File: src/rtl/meb_pkg.sv
package meb_pkg;

    typedef enum logic [1:0] {
        KIND_DATA = 2'b00,
        KIND_ON   = 2'b01,
        KIND_OFF  = 2'b10
    } word_kind_e;

    typedef struct packed {
        logic trig;
        logic rel;
        logic done;
    } evt_ctl_t;

    function automatic word_kind_e announce_kind(input logic busy_now);
        return busy_now ? KIND_ON : KIND_OFF;
    endfunction

endpackage

File: src/rtl/meb_slice_pool.sv
module meb_slice_pool #(
    parameter int N_SLICE = 3,
    localparam int SLICE_W = $clog2(N_SLICE + 1)
) (
    input  logic               clk,
    input  logic               rst,
    input  logic               trig,
    input  logic               rel,
    output logic               accept,
    output logic [SLICE_W-1:0] free_cnt,
    output logic               none_free
);
    logic [SLICE_W-1:0] free_q;
    logic               rel_eff;

    assign accept    = trig && (free_q != '0);
    assign rel_eff   = rel && (free_q != SLICE_W'(N_SLICE));
    assign none_free = (free_q == '0);
    assign free_cnt  = free_q;

    always_ff @(posedge clk) begin
        if (rst) begin
            free_q <= SLICE_W'(N_SLICE);
        end else begin
            free_q <= free_q + SLICE_W'(rel_eff) - SLICE_W'(accept);
        end
    end

    assert_free_bound_R4: assert property (@(posedge clk) disable iff (rst)
        free_q <= SLICE_W'(N_SLICE));

    assert_swap_same_R4: assert property (@(posedge clk) disable iff (rst)
        (trig && rel && free_q != '0 && free_q != SLICE_W'(N_SLICE)) |=> $stable(free_q));

    assert_reject_stays_R3: assert property (@(posedge clk) disable iff (rst)
        (trig && !rel && free_q == '0) |=> (free_q == '0));

endmodule

File: src/rtl/meb_frame_queue.sv
module meb_frame_queue #(
    parameter int Q_DEPTH    = 64,
    parameter int BUSY_LEVEL = 48,
    localparam int FILL_W = $clog2(Q_DEPTH + 1),
    localparam int PTR_W  = $clog2(Q_DEPTH)
) (
    input  logic              clk,
    input  logic              rst,
    input  logic              push,
    input  logic              mark_empty,
    input  logic              pop,
    output logic [FILL_W-1:0] fill,
    output logic              head_empty,
    output logic              over_level
);
    logic [Q_DEPTH-1:0] marks_q;
    logic [PTR_W-1:0]   wr_q, rd_q;
    logic [FILL_W-1:0]  fill_q;
    logic               push_eff, pop_eff;

    function automatic logic [PTR_W-1:0] ptr_next(input logic [PTR_W-1:0] p);
        return (p == PTR_W'(Q_DEPTH - 1)) ? '0 : p + PTR_W'(1);
    endfunction

    assign push_eff   = push && (fill_q != FILL_W'(Q_DEPTH));
    assign pop_eff    = pop && (fill_q != '0);
    assign fill       = fill_q;
    assign head_empty = (fill_q != '0) && marks_q[rd_q];
    assign over_level = (fill_q > FILL_W'(BUSY_LEVEL));

    always_ff @(posedge clk) begin
        if (rst) begin
            marks_q <= '0;
            wr_q    <= '0;
            rd_q    <= '0;
            fill_q  <= '0;
        end else begin
            if (push_eff) begin
                marks_q[wr_q] <= mark_empty;
                wr_q          <= ptr_next(wr_q);
            end
            if (pop_eff) begin
                rd_q <= ptr_next(rd_q);
            end
            fill_q <= fill_q + FILL_W'(push_eff) - FILL_W'(pop_eff);
        end
    end

    assert_fill_bound_R5: assert property (@(posedge clk) disable iff (rst)
        fill_q <= FILL_W'(Q_DEPTH));

    assert_push_grows_R5: assert property (@(posedge clk) disable iff (rst)
        (push && !pop && fill_q < FILL_W'(Q_DEPTH)) |=> (fill_q == $past(fill_q) + FILL_W'(1)));

    assert_pop_shrinks_R5: assert property (@(posedge clk) disable iff (rst)
        (pop && !push && fill_q != '0) |=> (fill_q == $past(fill_q) - FILL_W'(1)));

endmodule

File: src/rtl/meb_busy_merge.sv
module meb_busy_merge
    import meb_pkg::*;
#(
    parameter int DATA_W = 24
) (
    input  logic              clk,
    input  logic              rst,
    input  logic              busy,
    input  logic              din_valid,
    input  logic [DATA_W-1:0] din_data,
    output logic              din_ready,
    output logic              dout_valid,
    output word_kind_e        dout_kind,
    output logic [DATA_W-1:0] dout_data,
    input  logic              dout_ready
);
    logic said_busy_q;
    logic announce;

    assign announce   = (busy != said_busy_q);
    assign dout_valid = announce || din_valid;
    assign dout_kind  = announce ? announce_kind(busy) : KIND_DATA;
    assign dout_data  = announce ? '0 : din_data;
    assign din_ready  = dout_ready && !announce;

    always_ff @(posedge clk) begin
        if (rst) begin
            said_busy_q <= 1'b0;
        end else if (announce && dout_ready) begin
            said_busy_q <= busy;
        end
    end

    assert_on_while_busy_R7: assert property (@(posedge clk) disable iff (rst)
        (dout_valid && dout_kind == KIND_ON) |-> busy);

    assert_off_while_idle_R7: assert property (@(posedge clk) disable iff (rst)
        (dout_valid && dout_kind == KIND_OFF) |-> !busy);

    assert_word_once_R9: assert property (@(posedge clk) disable iff (rst)
        (dout_valid && dout_kind != KIND_DATA && dout_ready && $stable(busy))
            |=> !(dout_valid && dout_kind == $past(dout_kind)) || (busy != $past(busy)));

    assert_data_blocked_R8: assert property (@(posedge clk) disable iff (rst)
        (dout_kind != KIND_DATA) |-> !din_ready);

endmodule

File: src/rtl/meb_busy_tracker.sv
module meb_busy_tracker
    import meb_pkg::*;
#(
    parameter int N_SLICE    = 3,
    parameter int Q_DEPTH    = 64,
    parameter int BUSY_LEVEL = 48,
    parameter int DATA_W     = 24,
    parameter int CNT_W      = 16,
    localparam int SLICE_W = $clog2(N_SLICE + 1),
    localparam int FILL_W  = $clog2(Q_DEPTH + 1)
) (
    input  logic               clk,
    input  logic               rst,
    input  logic               trig_i,
    input  logic               slice_rel_i,
    input  logic               frame_done_i,
    input  logic               din_valid_i,
    input  logic [DATA_W-1:0]  din_data_i,
    output logic               din_ready_o,
    output logic               dout_valid_o,
    output logic [1:0]         dout_kind_o,
    output logic [DATA_W-1:0]  dout_data_o,
    input  logic               dout_ready_i,
    output logic               busy_o,
    output logic [SLICE_W-1:0] slices_free_o,
    output logic [FILL_W-1:0]  frames_o,
    output logic               head_empty_o,
    output logic [CNT_W-1:0]   trig_total_o,
    output logic [CNT_W-1:0]   trig_accept_o
);
    evt_ctl_t   ctl;
    logic       accept, none_free, over_level;
    word_kind_e kind;
    logic [CNT_W-1:0] total_q, accept_q;

    assign ctl = '{trig: trig_i, rel: slice_rel_i, done: frame_done_i};

    meb_slice_pool #(.N_SLICE(N_SLICE)) u_pool (
        .clk       (clk),
        .rst       (rst),
        .trig      (ctl.trig),
        .rel       (ctl.rel),
        .accept    (accept),
        .free_cnt  (slices_free_o),
        .none_free (none_free)
    );

    meb_frame_queue #(.Q_DEPTH(Q_DEPTH), .BUSY_LEVEL(BUSY_LEVEL)) u_queue (
        .clk        (clk),
        .rst        (rst),
        .push       (ctl.trig),
        .mark_empty (!accept),
        .pop        (ctl.done),
        .fill       (frames_o),
        .head_empty (head_empty_o),
        .over_level (over_level)
    );

    assign busy_o = none_free || over_level;

    meb_busy_merge #(.DATA_W(DATA_W)) u_merge (
        .clk        (clk),
        .rst        (rst),
        .busy       (busy_o),
        .din_valid  (din_valid_i),
        .din_data   (din_data_i),
        .din_ready  (din_ready_o),
        .dout_valid (dout_valid_o),
        .dout_kind  (kind),
        .dout_data  (dout_data_o),
        .dout_ready (dout_ready_i)
    );

    assign dout_kind_o = kind;

    always_ff @(posedge clk) begin
        if (rst) begin
            total_q  <= '0;
            accept_q <= '0;
        end else begin
            total_q  <= total_q + CNT_W'(ctl.trig);
            accept_q <= accept_q + CNT_W'(accept);
        end
    end

    assign trig_total_o  = total_q;
    assign trig_accept_o = accept_q;

    assert_accept_le_total_R10: assert property (@(posedge clk) disable iff (rst)
        accept_q <= total_q);

    assert_total_step_R2: assert property (@(posedge clk) disable iff (rst)
        ctl.trig |=> (total_q == $past(total_q) + CNT_W'(1)));

endmodule

File: config.mk
export PLATFORM = sky130hd
export DESIGN_NAME = meb_busy_tracker
export DESIGN_NICKNAME = d
export VERILOG_FILES = /design/src/rtl/meb_pkg.sv /design/src/rtl/meb_slice_pool.sv /design/src/rtl/meb_frame_queue.sv /design/src/rtl/meb_busy_merge.sv /design/src/rtl/meb_busy_tracker.sv
export SDC_FILE = /design/constraint.sdc
export NUM_CORES = 1
export LEC_CHECK = 0
export BUFFER_PORTS_ARGS = -buffer_cell sky130_fd_sc_hd__buf_2
export CORE_MARGIN = 5
export CORE_UTILIZATION = 25
export CTS_CLUSTER_SIZE = 14
export DETAILED_ROUTE_END_ITERATION = 6
export SYNTH_ARGS = -nofsm -noshare
export SYNTH_HDL_FRONTEND = slang
export SYNTH_SLANG_ARGS = --single-unit
File: constraint.sdc
create_clock -name clk -period 2.9 [get_ports clk]
set_input_delay 0.29 -clock clk [delete_from_list [all_inputs] [get_ports clk]]
set_output_delay 0.29 -clock clk [all_outputs]
set_load 0.02 [all_outputs]
==> run summary <==
====================================================================================
Outcome                                                                 finished, final reports clean
Pin slew with the least headroom to its limit                              0.7963 ns
Worst slew slack as a fraction of its limit                                   46.50%
Min Clock Period, post-route                                                2.838 ns
Total wire length after detailed routing                                   14,730 um
Register-to-register setup slack                                             0.06 ns
Primary FF master, synth                                                sky130_fd_sc_hd__dfxtp_1
Number of hold buffers added after CTS                                             0
Initial cell density of the core                                              25.32%
Global-route wire length before repair                                     24,630 um
Number of enable-type register cells in the synthesized netlist                    0
CTS tree                                                                       built
H-tree Lvls                                                                        4
Data required time of the critical path                                      3.16 ns
Warnings, synthesis                                                                0
Cell type contributing the most total cell area after synthesis         sky130_fd_sc_hd__dfxtp_1
Die span in y                                                               164.2 um
Sequential fraction of the synthesis area                                     39.75%
Peak fanout along the critical path                                                3
Worst EP arrival                                                             3.10 ns
Detail Route Antenna Nets                                                          0
Drc violations                                                                     0
Net total in the final layout                                                    775
LEAKAGE                                                                  0.002875 uW
Routability congestion estimate from global placement                         0.7499
Final setup violating endpoints                                                    0
Core footprint                                                            23,470 um2
Highest ir drop seen on vdd                                                0.7209 mV
Chip width                                                                  164.2 um
Count of final max-slew check failures                                             0
Number of buffers added by the clock tree synthesis step                          17
Number of placement rows                                                          56
Clock insertion delay at the later pin of the skew report                    0.41 ns
Count of final hold-check violations                                               0
Highest clock frequency the design can meet                                352.4 MHz
Clk slew on worst S/H paths                                                  0.06 ns
Fill cell instance count of the final layout                                   2,423
Layout cells sized above 1                                                    26.53%
Mapped Avg Cell Area                                                       9.374 um2
Worst min-delay path startpoint                                         dout_ready_i
Busiest metal layer after global routing                                        met2
GR met1 Demand/Resource                                                       15.18%
Post-synthesis instance area                                                5943 um2
Vias per cell                                                                  4.695
Die outline area                                                          26,960 um2
Multiplexer share of the synthesized area                                     7.832%
Clk buf depth                                                                      2
Nature of the critical path startpoint                                      register
Launching instance or port of the critical path                         u_queue.fill[2]$_SDFF_PP0_
Final instance area                                                         7421 um2
Number of primary I/O pins                                                       102
Sink Count                                                                       118
Worst R2R End                                                           u_queue.fill[6]$_SDFF_PP0_
Worst clock skew                                                         0.008040 ns
Path depth of the worst reg2reg path                                              16
Average wire length per cell after detail routing                           13.98 um
GR Util met3                                                                  2.635%
RSZ-0062 raised after global routing                                            true
Compound-cell area share of the yosys netlist                                 16.11%
Kind of path behind the tightest hold check                             input port to register
GR met2 Demand/Resource                                                       18.13%
Post-synth top cells                                                    sky130_fd_sc_hd__dfxtp_1 (118), sky130_fd_sc_hd__nor2_1 (74), sky130_fd_sc_hd__a21oi_1 (64)
Area of combinational cells with multiple inputs                            3286 um2
Gr usage total                                                                11.29%
Final core utilization                                                        31.62%
Final-layout setup total negative slack                                         0 ns
Total number of vias                                                           4,949
Post-place instance area                                                    6715 um2
Flip-flop and latch area                                                    2366 um2
Type of destination of the critical path                                    register
Antenna violations before repair                                                   0
Synth Area in XOR/XNOR                                                        5.453%
Fraction of post-synthesis cell area in the top cell type by area             39.75%
Gate count after technology mapping                                              634
Pre-CTS setup slack                                                       0.08800 ns
Initial DRT Pass Iterations                                                        5
Last element of the critical path                                       u_queue.fill[6]$_SDFF_PP0_
Number of storage elements in the synthesis netlist                              118
Post-synthesis simple-gate area fraction                                      20.11%
Half-perimeter wire length of the detailed placement result                  9615 um
PnR worst setup slack                                                     0.06237 ns
Gr ovfl total                                                                      0
Dominant cell by count in the synthesized netlist                       sky130_fd_sc_hd__dfxtp_1
Critical R2R Launch                                                     u_queue.fill[2]$_SDFF_PP0_
Maximum number of pins on one net before global-route repair                      69
Port Buffer Count                                                                101
Power density of the placed cells                                       820.7 nW/um2
N_diodes                                                                           0
Adder and majority cell fraction of the synthesized area                      4.758%
Count of maximum capacitance violations                                            0
Initial DRC Count                                                                429
WS Path Type                                                            register to register
Total chip power                                                             6091 uW
Share of flip-flops with an asynchronous set or reset after synthesis             0%
Area growth, synth to finish                                                  24.86%
Count of unique library cells instantiated by Yosys                               52
Final period util                                                             97.85%
Number of global-route vias before repair                                      4,793
Net Count, Synth                                                                 687
Root Driver                                                             sky130_fd_sc_hd__clkbuf_16
Main combinational cell family by area after synthesis                  simple AND/OR/NAND/NOR gates
Top post-synthesis cells by area                                        sky130_fd_sc_hd__dfxtp_1 (40%), sky130_fd_sc_hd__a21oi_1 (5.4%), sky130_fd_sc_hd__a311oi_1 (4.9%)
====================================================================================
[worst max-delay path: stages, from the launching register on]
cell and delay (ns):
sky130_fd_sc_hd__dfxtp_2 0.33, sky130_fd_sc_hd__inv_2 0.05, sky130_fd_sc_hd__ha_1 0.14, sky130_fd_sc_hd__nor3b_4 0.24, sky130_fd_sc_hd__nand2_2 0.09, sky130_fd_sc_hd__o21a_1 0.19, sky130_fd_sc_hd__ha_1 0.28, sky130_fd_sc_hd__inv_1 0.06
sky130_fd_sc_hd__ha_2 0.17, sky130_fd_sc_hd__inv_1 0.05, sky130_fd_sc_hd__fa_2 0.34, sky130_fd_sc_hd__nand2b_4 0.16, sky130_fd_sc_hd__a21oi_4 0.16, sky130_fd_sc_hd__o21ai_2 0.08, sky130_fd_sc_hd__a21oi_2 0.16, sky130_fd_sc_hd__o21a_1 0.15
sky130_fd_sc_hd__nor3_1 0.05
[area by class of cell]
cell class                 instances  area share (%)
sequential                       118           31.88
clock inverter                    14           1.922
inverter                          20           1.012
multi-input combinational        443           44.28
timing repair buffer             122           9.611
tap                              319           5.379
clock buffer                      18           5.918
[state kept, by name (all words and copies together) (netlist names)]
signal,count
trig_accept_o,16
u_queue.fill,7
u_pool.free_cnt,2
trig_total_o,16
u_queue.marks_q,64
u_merge.said_busy_q,1
u_queue.wr_q,6
u_queue.rd_q,6
[cell usage in the layout (no fill, tap or decap), drive strengths merged, types with 2 or more instances in the layout]
| cell | n |
|---|---|
| and3 | 7 |
| nor3 | 5 |
| mux4 | 17 |
| or3b | 2 |
| clkinvlp | 2 |
| nand2 | 18 |
| and4bb | 2 |
| nor2 | 74 |
| nand4 | 12 |
| nand3b | 2 |
| clkbuf | 18 |
| and2 | 26 |
| ha | 21 |
| nor2b | 8 |
| nand3 | 11 |
| and4 | 2 |
| and3b | 3 |
| mux2i | 6 |
| a211oi | 16 |
| or2 | 3 |
| nand4b | 2 |
| or3 | 25 |
| nand2b | 4 |
| o21ai | 27 |
| xor2 | 22 |
| inv | 26 |
| dfxtp | 118 |
| a21oi | 64 |
| o21a | 2 |
| a311oi | 33 |
| xnor2 | 15 |
| nor3b | 4 |
| clkinv | 5 |
| o21bai | 2 |
| buf | 122 |
[kinds of logic after synthesis]
| group | count (synthesis) |
|---|---|
| buffers and inverters | 73 |
| multiplexers | 23 |
| AND/OR/NAND/NOR | 211 |
| AO/OA/AOI/OAI | 150 |
| XOR/XNOR | 37 |
| flip-flops | 118 |
| adder cells (fa/ha/maj) | 22 |
[per-layer routing]
metal  up-vias  part of all wire, %
met4         0                 0.81
met1      2322                   45
met2       150                   48
li1       2467                    -
met3        10                  5.6
met5         -                    0
[through the flow]
step,hold slack [ns],cells
finish,0.2350,1054
global route,0.2583,1054
CTS,0.2216,1047
detailed placement,0.4668,1015
global placement,0.4563,1015
floorplan,0.4485,634
[timing repair]
item | in CTS | in global routing
resized for setup | 1 | 18
setup endpoints to repair | 25 | 28
pin swaps | 1 | 5
buffers inserted | 0 | 7
cloned | 0 | 0
[worst min-delay path by stage]
| stage | endpoint | slack [ns] | cells past startpoint |
|---|---|---|---|
| 3_3_place_gp | u_queue.marks_q[35]$_SDFFE_PP0P_ | 0.46 | 2 |
| 5_1_grt | u_merge.said_busy_q$_SDFFE_PP0P_ | 0.26 | 3 |
| 3_5_place_dp | u_queue.marks_q[35]$_SDFFE_PP0P_ | 0.47 | 2 |
| 2_1_floorplan | u_queue.marks_q[33]$_SDFFE_PP0P_ | 0.45 | 2 |
| 4_1_cts | u_merge.said_busy_q$_SDFFE_PP0P_ | 0.22 | 3 |
| 6_report | u_merge.said_busy_q$_SDFFE_PP0P_ | 0.24 | 3 |
[power breakdown]
group	switching (uW)	internal, uW
logic	1250	947
registers	106	1720
clock network	847	1230
No activity file was read; power rests on OpenSTA's default activity.
